## config.mk

```make
export PLATFORM = sky130hd
export DESIGN_NAME = adc_ctl_port
export DESIGN_NICKNAME = d
export VERILOG_FILES = /design/src/rtl/adc_ctl_pkg.sv /design/src/rtl/adc_spi_sync.sv /design/src/rtl/adc_reg_bank.sv /design/src/rtl/adc_port_fsm.sv /design/src/rtl/adc_ctl_port.sv
export SDC_FILE = /design/constraint.sdc
export NUM_CORES = 1
export LEC_CHECK = 0
export ABC_CLOCK_PERIOD_IN_PS = 3800
export BUFFER_PORTS_ARGS = -buffer_cell sky130_fd_sc_hd__buf_4
export CAP_MARGIN = 20
export CORE_MARGIN = 2
export CORE_UTILIZATION = 63
export DETAILED_ROUTE_END_ITERATION = 8
export HOLD_SLACK_MARGIN = 0.08
export PLACE_DENSITY = 0.81
export SYNTH_ARGS = -nofsm -noshare
export SYNTH_HDL_FRONTEND = slang
export SYNTH_HIERARCHICAL = 1
export SYNTH_SLANG_ARGS = --single-unit
```

## constraint.sdc

```tcl
create_clock -name clk -period 3.8 [get_ports clk]
set_input_delay 0.38 -clock clk [delete_from_list [all_inputs] [get_ports clk]]
set_output_delay 0.38 -clock clk [all_outputs]
set_load 0.05 [all_outputs]
```

## src/rtl/adc_ctl_pkg.sv

```systemverilog
package adc_ctl_pkg;

  localparam int unsigned CMD_W = 8;

  localparam logic [2:0] SEL_OFFS  = 3'b001;
  localparam logic [2:0] SEL_GAIN  = 3'b010;
  localparam logic [2:0] SEL_CONF  = 3'b011;
  localparam logic [2:0] SEL_SETUP = 3'b101;

  localparam logic [2:0] OP_CONV = 3'b000;
  localparam logic [2:0] OP_OCAL = 3'b001;
  localparam logic [2:0] OP_GCAL = 3'b010;

  typedef enum logic [2:0] {
    ST_CMD,
    ST_WR,
    ST_RD,
    ST_BUSY,
    ST_CLR,
    ST_RES
  } port_state_t;

  function automatic logic sel_known(input logic [2:0] s);
    return (s == SEL_OFFS) || (s == SEL_GAIN) || (s == SEL_CONF) || (s == SEL_SETUP);
  endfunction

  function automatic logic sel_indexed(input logic [2:0] s);
    return (s == SEL_OFFS) || (s == SEL_GAIN) || (s == SEL_SETUP);
  endfunction

endpackage

```

## src/rtl/adc_spi_sync.sv

```systemverilog
module adc_spi_sync #(
  parameter int unsigned STAGES = 2
) (
  input  logic clk,
  input  logic rst,
  input  logic cs_n_in,
  input  logic sclk_in,
  input  logic mosi_in,
  output logic cs_n_s,
  output logic mosi_s,
  output logic sclk_rise,
  output logic sclk_fall
);

  logic [STAGES-1:0] cs_pipe;
  logic [STAGES-1:0] ck_pipe;
  logic [STAGES-1:0] di_pipe;
  logic              ck_last;

  always_ff @(posedge clk) begin
    if (rst) begin
      cs_pipe <= '1;
      ck_pipe <= '0;
      di_pipe <= '0;
      ck_last <= 1'b0;
    end else begin
      cs_pipe <= {cs_pipe[STAGES-2:0], cs_n_in};
      ck_pipe <= {ck_pipe[STAGES-2:0], sclk_in};
      di_pipe <= {di_pipe[STAGES-2:0], mosi_in};
      ck_last <= ck_pipe[STAGES-1];
    end
  end

  assign cs_n_s    = cs_pipe[STAGES-1];
  assign mosi_s    = di_pipe[STAGES-1];
  assign sclk_rise = ck_pipe[STAGES-1] & ~ck_last;
  assign sclk_fall = ~ck_pipe[STAGES-1] & ck_last;

endmodule

```

## src/rtl/adc_reg_bank.sv

```systemverilog
module adc_reg_bank
  import adc_ctl_pkg::*;
#(
  parameter int unsigned WORD_W = 32,
  parameter int unsigned NCH    = 4,
  localparam int unsigned PTR_W = $clog2(NCH),
  localparam int unsigned ENT_W = PTR_W + 1,
  localparam int unsigned HALF_W = WORD_W / 2
) (
  input  logic              clk,
  input  logic              rst,
  input  logic              wr_en,
  input  logic [2:0]        wr_sel,
  input  logic [PTR_W-1:0]  wr_idx,
  input  logic [WORD_W-1:0] wr_data,
  input  logic [2:0]        rd_sel,
  input  logic [PTR_W-1:0]  rd_idx,
  output logic [WORD_W-1:0] rd_data,
  input  logic [ENT_W-1:0]  ent_idx,
  output logic [HALF_W-1:0] ent_data
);

  logic [WORD_W-1:0] offs_q  [NCH];
  logic [WORD_W-1:0] gain_q  [NCH];
  logic [WORD_W-1:0] setup_q [NCH];
  logic [WORD_W-1:0] conf_q;

  always_ff @(posedge clk) begin
    if (rst) begin
      for (int i = 0; i < NCH; i++) begin
        offs_q[i]  <= '0;
        gain_q[i]  <= '0;
        setup_q[i] <= '0;
      end
      conf_q <= '0;
    end else if (wr_en) begin
      case (wr_sel)
        SEL_OFFS:  offs_q[wr_idx]  <= wr_data;
        SEL_GAIN:  gain_q[wr_idx]  <= wr_data;
        SEL_SETUP: setup_q[wr_idx] <= wr_data;
        SEL_CONF:  conf_q          <= wr_data;
        default: ;
      endcase
    end
  end

  always_comb begin
    case (rd_sel)
      SEL_OFFS:  rd_data = offs_q[rd_idx];
      SEL_GAIN:  rd_data = gain_q[rd_idx];
      SEL_SETUP: rd_data = setup_q[rd_idx];
      SEL_CONF:  rd_data = conf_q;
      default:   rd_data = '0;
    endcase
  end

  logic [WORD_W-1:0] ent_word;
  assign ent_word = setup_q[ent_idx[ENT_W-1:1]];
  assign ent_data = ent_idx[0] ? ent_word[HALF_W-1:0] : ent_word[WORD_W-1:HALF_W];

endmodule

```

## src/rtl/adc_port_fsm.sv

```systemverilog
module adc_port_fsm
  import adc_ctl_pkg::*;
#(
  parameter int unsigned WORD_W = 32,
  parameter int unsigned NCH    = 4,
  localparam int unsigned PTR_W = $clog2(NCH),
  localparam int unsigned ENT_W = PTR_W + 1,
  localparam int unsigned HALF_W = WORD_W / 2,
  localparam int unsigned CNT_W = $clog2(WORD_W)
) (
  input  logic              clk,
  input  logic              rst,
  input  logic              cs_n_s,
  input  logic              mosi_s,
  input  logic              sclk_rise,
  input  logic              sclk_fall,
  input  logic              res_valid,
  input  logic [WORD_W-1:0] res_data,
  input  logic [WORD_W-1:0] rd_data,
  input  logic [HALF_W-1:0] ent_data,
  output logic [2:0]        rd_sel,
  output logic [PTR_W-1:0]  rd_idx,
  output logic [ENT_W-1:0]  ent_idx,
  output logic              wr_en,
  output logic [2:0]        wr_sel,
  output logic [PTR_W-1:0]  wr_idx,
  output logic [WORD_W-1:0] wr_data,
  output logic              miso,
  output logic              op_start,
  output logic              op_cal,
  output logic [HALF_W-1:0] op_setup,
  output logic              busy
);

  localparam logic [CNT_W-1:0] BYTE_LAST = CNT_W'(CMD_W - 1);
  localparam logic [CNT_W-1:0] WORD_LAST = CNT_W'(WORD_W - 1);
  localparam logic [PTR_W-1:0] IDX_LAST  = PTR_W'(NCH - 1);

  port_state_t       state_q;
  logic [WORD_W-1:0] in_sr;
  logic [WORD_W-1:0] out_sr;
  logic [WORD_W-1:0] res_q;
  logic [CNT_W-1:0]  cnt_q;
  logic [2:0]        sel_q;
  logic [PTR_W-1:0]  word_q;
  logic [PTR_W-1:0]  end_q;
  logic              cal_q;
  logic [2:0]        cal_sel_q;
  logic [PTR_W-1:0]  cal_idx_q;

  logic [CMD_W-1:0]  byte_w;
  logic              all_w;
  logic [PTR_W-1:0]  first_w;
  logic [WORD_W-1:0] word_w;

  assign byte_w  = {in_sr[CMD_W-2:0], mosi_s};
  assign word_w  = {in_sr[WORD_W-2:0], mosi_s};
  assign all_w   = byte_w[6] & sel_indexed(byte_w[2:0]);
  assign first_w = all_w ? '0 : byte_w[5:4];

  assign rd_sel  = (state_q == ST_CMD) ? byte_w[2:0] : sel_q;
  assign rd_idx  = (state_q == ST_CMD) ? first_w : word_q + PTR_W'(1);
  assign ent_idx = byte_w[5:3];
  assign busy    = (state_q == ST_BUSY);

  always_ff @(posedge clk) begin
    if (rst) begin
      state_q   <= ST_CMD;
      in_sr     <= '0;
      out_sr    <= '0;
      res_q     <= '0;
      cnt_q     <= '0;
      sel_q     <= '0;
      word_q    <= '0;
      end_q     <= '0;
      cal_q     <= 1'b0;
      cal_sel_q <= '0;
      cal_idx_q <= '0;
      wr_en     <= 1'b0;
      wr_sel    <= '0;
      wr_idx    <= '0;
      wr_data   <= '0;
      miso      <= 1'b0;
      op_start  <= 1'b0;
      op_cal    <= 1'b0;
      op_setup  <= '0;
    end else begin
      op_start <= 1'b0;
      wr_en    <= 1'b0;

      if (state_q == ST_BUSY) begin
        if (res_valid) begin
          cnt_q <= '0;
          if (cal_q) begin
            wr_en   <= 1'b1;
            wr_sel  <= cal_sel_q;
            wr_idx  <= cal_idx_q;
            wr_data <= res_data;
            state_q <= ST_CMD;
          end else begin
            res_q   <= res_data;
            state_q <= ST_CLR;
          end
        end
      end else if (cs_n_s) begin
        state_q <= ST_CMD;
        cnt_q   <= '0;
      end else if (sclk_rise) begin
        case (state_q)
          ST_CMD: begin
            in_sr <= word_w;
            cnt_q <= cnt_q + CNT_W'(1);
            if (cnt_q == BYTE_LAST) begin
              cnt_q <= '0;
              if (!byte_w[CMD_W-1]) begin
                if (sel_known(byte_w[2:0])) begin
                  sel_q  <= byte_w[2:0];
                  word_q <= first_w;
                  end_q  <= all_w ? IDX_LAST : first_w;
                  if (byte_w[3]) begin
                    out_sr  <= rd_data;
                    state_q <= ST_RD;
                  end else begin
                    state_q <= ST_WR;
                  end
                end
              end else if (byte_w[2:0] == OP_CONV || byte_w[2:0] == OP_OCAL ||
                           byte_w[2:0] == OP_GCAL) begin
                op_start  <= 1'b1;
                op_cal    <= (byte_w[2:0] != OP_CONV);
                op_setup  <= ent_data;
                cal_q     <= (byte_w[2:0] != OP_CONV);
                cal_sel_q <= (byte_w[2:0] == OP_OCAL) ? SEL_OFFS : SEL_GAIN;
                cal_idx_q <= ent_data[HALF_W-1 -: PTR_W];
                state_q   <= ST_BUSY;
              end
            end
          end
          ST_WR: begin
            in_sr <= word_w;
            cnt_q <= cnt_q + CNT_W'(1);
            if (cnt_q == WORD_LAST) begin
              cnt_q   <= '0;
              wr_en   <= 1'b1;
              wr_sel  <= sel_q;
              wr_idx  <= word_q;
              wr_data <= word_w;
              if (word_q == end_q) state_q <= ST_CMD;
              else                 word_q  <= word_q + PTR_W'(1);
            end
          end
          ST_RD: begin
            cnt_q <= cnt_q + CNT_W'(1);
            if (cnt_q == WORD_LAST) begin
              cnt_q <= '0;
              if (word_q == end_q) begin
                state_q <= ST_CMD;
              end else begin
                word_q <= word_q + PTR_W'(1);
                out_sr <= rd_data;
              end
            end
          end
          ST_CLR: begin
            cnt_q <= cnt_q + CNT_W'(1);
            if (cnt_q == BYTE_LAST) begin
              cnt_q   <= '0;
              out_sr  <= res_q;
              state_q <= ST_RES;
            end
          end
          ST_RES: begin
            cnt_q <= cnt_q + CNT_W'(1);
            if (cnt_q == WORD_LAST) begin
              cnt_q   <= '0;
              state_q <= ST_CMD;
            end
          end
          default: state_q <= ST_CMD;
        endcase
      end else if (sclk_fall && (state_q == ST_RD || state_q == ST_RES)) begin
        out_sr <= {out_sr[WORD_W-2:0], 1'b0};
      end

      if (state_q == ST_BUSY) begin
        miso <= 1'b1;
      end else if (state_q != ST_RD && state_q != ST_RES) begin
        miso <= 1'b0;
      end else if (sclk_fall) begin
        miso <= out_sr[WORD_W-1];
      end
    end
  end

endmodule

```

## src/rtl/adc_ctl_port.sv

```systemverilog
module adc_ctl_port #(
  parameter int unsigned WORD_W      = 32,
  parameter int unsigned NCH         = 4,
  parameter int unsigned SYNC_STAGES = 2,
  localparam int unsigned PTR_W  = $clog2(NCH),
  localparam int unsigned ENT_W  = PTR_W + 1,
  localparam int unsigned HALF_W = WORD_W / 2
) (
  input  logic              clk,
  input  logic              rst,
  input  logic              spi_cs_n,
  input  logic              spi_sclk,
  input  logic              spi_mosi,
  output logic              spi_miso,
  input  logic              res_valid,
  input  logic [WORD_W-1:0] res_data,
  output logic              op_start,
  output logic              op_cal,
  output logic [HALF_W-1:0] op_setup
);

  logic              cs_n_s, mosi_s, sclk_rise, sclk_fall;
  logic [2:0]        rd_sel, wr_sel;
  logic [PTR_W-1:0]  rd_idx, wr_idx;
  logic [ENT_W-1:0]  ent_idx;
  logic [WORD_W-1:0] rd_data, wr_data;
  logic [HALF_W-1:0] ent_data;
  logic              wr_en;
  logic              fsm_busy;

  adc_spi_sync #(.STAGES(SYNC_STAGES)) u_sync (
    .clk(clk), .rst(rst),
    .cs_n_in(spi_cs_n), .sclk_in(spi_sclk), .mosi_in(spi_mosi),
    .cs_n_s(cs_n_s), .mosi_s(mosi_s), .sclk_rise(sclk_rise), .sclk_fall(sclk_fall)
  );

  adc_port_fsm #(.WORD_W(WORD_W), .NCH(NCH)) u_fsm (
    .clk(clk), .rst(rst),
    .cs_n_s(cs_n_s), .mosi_s(mosi_s), .sclk_rise(sclk_rise), .sclk_fall(sclk_fall),
    .res_valid(res_valid), .res_data(res_data),
    .rd_data(rd_data), .ent_data(ent_data),
    .rd_sel(rd_sel), .rd_idx(rd_idx), .ent_idx(ent_idx),
    .wr_en(wr_en), .wr_sel(wr_sel), .wr_idx(wr_idx), .wr_data(wr_data),
    .miso(spi_miso), .op_start(op_start), .op_cal(op_cal), .op_setup(op_setup),
    .busy(fsm_busy)
  );

  adc_reg_bank #(.WORD_W(WORD_W), .NCH(NCH)) u_bank (
    .clk(clk), .rst(rst),
    .wr_en(wr_en), .wr_sel(wr_sel), .wr_idx(wr_idx), .wr_data(wr_data),
    .rd_sel(rd_sel), .rd_idx(rd_idx), .rd_data(rd_data),
    .ent_idx(ent_idx), .ent_data(ent_data)
  );

endmodule

```

==> results.toml <==
[route]
ant_nets = 0
drt_iter0_drc = 3122
wl_per_cell_um = 27.79
num_vias = 21088
avgViaCountPerCell = 6.847
firstDrtPassIters = 6
drc = 0
wirelength_mm = 85.60

[yosys]
synth_cell_types = 86
yosysTopAreaCellShare = 0.4104
synth_top_family_by_area = "simple AND/OR/NAND/NOR gates"
synth-adder-area-share = 0.0008906
avgSynthCellArea_um2 = 11.48
synth_simple_gate_area_frac = 0.1858
synth_cells = 2448
synthTopCellsByArea = "edfxtp_1 41%, dfxtp_1 15%, and2_1 6.5%, mux2i_1 5.3%, nand2_1 3.6%"
yosys_warnings = 6
synth_edf_count = 384
synth_area_mm2 = 0.02810
yosysSeqAreaShare = 0.5586
synth_mux_area_frac = 0.1137
synth_compound_area_frac = 0.09681
ys_seq_elements = 592
synth_xor_area_frac = 0.001247
synth.most_common_cell = "edfxtp_1"
async_reset_ff_frac = 0
ys_top_cells_by_count = "384 x edfxtp_1, 294 x and2_1, 272 x nand2_1, 208 x dfxtp_1, 150 x mux2i_1"
synth_top_flop_cell = "edfxtp_1"
synth_nets = 2488
synth_area_leader_cell = "edfxtp_1"

[floorplanning]
start_util = 0.6368
rows = 77
die_h_um = 215.2
die_x_um = 215.2
core-area_mm2 = 0.04412
dieArea_mm2 = 0.04630
ios = 57

[timing]
finalHoldViolations = 0
finClkSkew_ns = 0.03680
worst_slack_ns = 0.4566
holdWs_ns = 0.2714
setup_viol = 0
max_freq_mhz = 299.1
relSlewSlack = 0.1927
setup_tns_ns = 0
tightestPinTransition_ns = 1.211
period_needed_ns = 3.343
grt_setup_unrepaired = "false"
drv_slew = 0
min_period_over_period = 0.8798

[power]
switchingPower_mw = 2.884
p_leak_nw = 11.19
clockPowerShare = 0.426
seq_power_share = 0.536
worst_ir_drop_vdd_mv = 0.3925
p_int_mw = 10.27
p_comb_frac = 0.039
p_sw_frac = 0.2192
cellPowerDensity_mw_per_mm2 = 422.3

[grt]
grt_pass1_wl_mm = 127.0
met2_usage = 0.5758
grt_pass1_vias = 20737
antenna_found_initial = 4
grt_max_degree = 185
top_usage_layer = "met2"
grtUsageMet3 = 0.07332
grtUsageTotal = 0.3666
gr-usage-met1 = 0.4815
grt_remaining_overflow = 0

[worst_setup_path]
cp_max_fo = 33
r2r_setup_slack_ns = 0.46
cp-start-kind = "flop"
reg2reg_from = "u_fsm/in_sr[1]"
reg2reg_depth = 11
r2r_end = "u_fsm/out_sr[28]"
required_ns = 4.31
arrival_ns = 3.85
crit_path_end_kind = "flop"
critPathKind = "reg2reg"

[cells_and_area]
syn2layout_area_growth_pct = 10.89
final_util = 0.7061
final_area_mm2 = 0.03116
layout.nets = 2472
drive_above_1_share = 0.1672
fill_cells = 3028

[placed_design]
place_hpwl_mm = 49.88
placed_area_mm2 = 0.02894
routabilityCongestion = 0.8912
port_buffers = 56
pre_cts_ws_ns = 0.5708

[cts]
cts_tree = "yes"
cts_hold_repair.buffers = 35
post_cts_buffers = 0
cts_buffers = 58
cts_buffer_depth = 3
ctsResizeCount = 0
clkSinkCount = 592
clk_latency_ns = 0.65
htree_levels = 2
clk_pin_slew_ns = 0.06
cts_root_buf = "clkbuf_16"

[worst_hold_path]
worstHoldStart = "res_valid"
min_to = "u_fsm/res_q[30]"
holdCritPathClass = "in2reg"
whs_path_depth = 4

[outcome]
outcome = "complete, no violations"

[flow_run]
cap_violations = 0
-- power by group through the flow --
stage          clock network, mW  logic (mW)  registers [mW]
4_1_cts                     5.59       0.492            7.04
5_1_grt                     5.85       0.525            7.06
3_3_place_gp                   0       0.452            7.17
2_1_floorplan                  0       0.262            7.15
3_5_place_dp                   0       0.459            7.18
6_report                    5.60       0.511            7.05
-- sequential cells by signal, indices dropped and copies added, names as in the netlist, 3 cells and up --
signal and flops:
u_fsm/wr_sel 3, u_fsm/sel_q 3, u_fsm/op_setup 16, u_bank/offs_q 128
u_bank/gain_q 128, u_bank/setup_q 128, u_fsm/out_sr 32, u_fsm/state_q 3
u_fsm/cnt_q 5, u_fsm/wr_data 32, u_fsm/in_sr 31, u_fsm/res_q 32
u_bank/conf_q 32
-- kinds of logic (layout without fill, tap and decap cells) --
logic type | Yosys count | in the layout
AND/OR/NAND/NOR | 969 | 969
flip-flops | 592 | 592
AO/OA/AOI/OAI | 368 | 368
multiplexers | 267 | 267
buffers and inverters | 246 | 280
XOR/XNOR | 4 | 4
adder cells (fa/ha/maj) | 2 | 2
other | 0 | 6
-- critical path: stages (launching register included) --
cell and delay [ns]:
dfxtp_1 0.53, nand4bb_1 0.24, nand3_1 0.18, a21oi_4 0.51, buf_12 0.33, mux2_2 0.37
a32o_1 0.21, a2111oi_0 0.35, nand4b_1 0.14, mux2i_1 0.15, a211o_1 0.15, mux2i_1 0.07
-- layout make-up --
class / count / area, um^2 / share of cell area
sequential: 592 / 15700 / 0.5038
clock buffer: 84 / 1629 / 0.05228
timing repair buffer: 163 / 1538 / 0.04935
antenna: 6 / 15.01 / 0.0004819
multi-input combinational: 1610 / 11320 / 0.3632
tap: 592 / 740.7 / 0.02377
clock inverter: 26 / 193.9 / 0.006224
inverter: 7 / 26.28 / 0.0008433
-- worst max path at each step --
stage	startpoint	end	slack [ns]	cells past startpoint
after global placement	u_sync/di_pipe[1]	u_fsm/out_sr[28]	0.64	11
final	u_fsm/in_sr[1]	u_fsm/out_sr[28]	0.46	11
after detailed placement	u_sync/di_pipe[1]	u_fsm/out_sr[28]	0.57	11
after CTS	u_fsm/in_sr[1]	u_fsm/out_sr[28]	0.54	11
after global routing	u_sync/di_pipe[1]	u_fsm/out_sr[28]	0.19	11
after floorplan	u_fsm/wr_sel[0]	u_bank/setup_q[3][0]	1.06	4
-- cells in the final DEF (no fill, tap or decap), types with 5 or more instances in the layout --
cell / n
edfxtp_1: 384
and2_1: 294
nand2_1: 272
dfxtp_1: 206
mux2i_1: 150
a21oi_1: 134
and3_1: 127
buf_4: 110
nor2_1: 105
mux2_2: 82
clkbuf_16: 58
nand3_1: 44
nand2b_1: 37
a311oi_1: 36
dlygate4sd3_1: 35
mux4_2: 33
a211o_1: 32
a22oi_1: 31
a32o_1: 30
o22ai_1: 29
a211oi_2: 29
clkbuf_1: 18
buf_12: 16
nor2b_1: 12
o21ai_0: 11
clkinv_1: 10
clkbuf_8: 9
nor3b_1: 8
nor2_2: 7
or2_2: 7
diode_2: 6
clkinv_2: 6
inv_1: 6
nor2b_2: 5
nor3_4: 5
nand3b_1: 5
-- metrics by stage --
step                      total power [mW]  instances
after floorplan                      7.414       2448
after global placement               7.622       2928
after detailed placement             7.641       2928
after CTS                            13.13       3073
after global routing                 13.43       3074
final                                13.16       3080
-- metal layers --
| metal | share of wire | up-vias | routed length [um] |
|---|---|---|---|
| li1 | - | 8825 | - |
| met1 | 0.36 | 10266 | 30520 |
| met2 | 0.46 | 1625 | 38960 |
| met3 | 0.13 | 372 | 11390 |
| met4 | 0.055 | 0 | 4724 |
| met5 | 0 | - | 0 |
No activity file was read; power rests on OpenSTA's default activity.
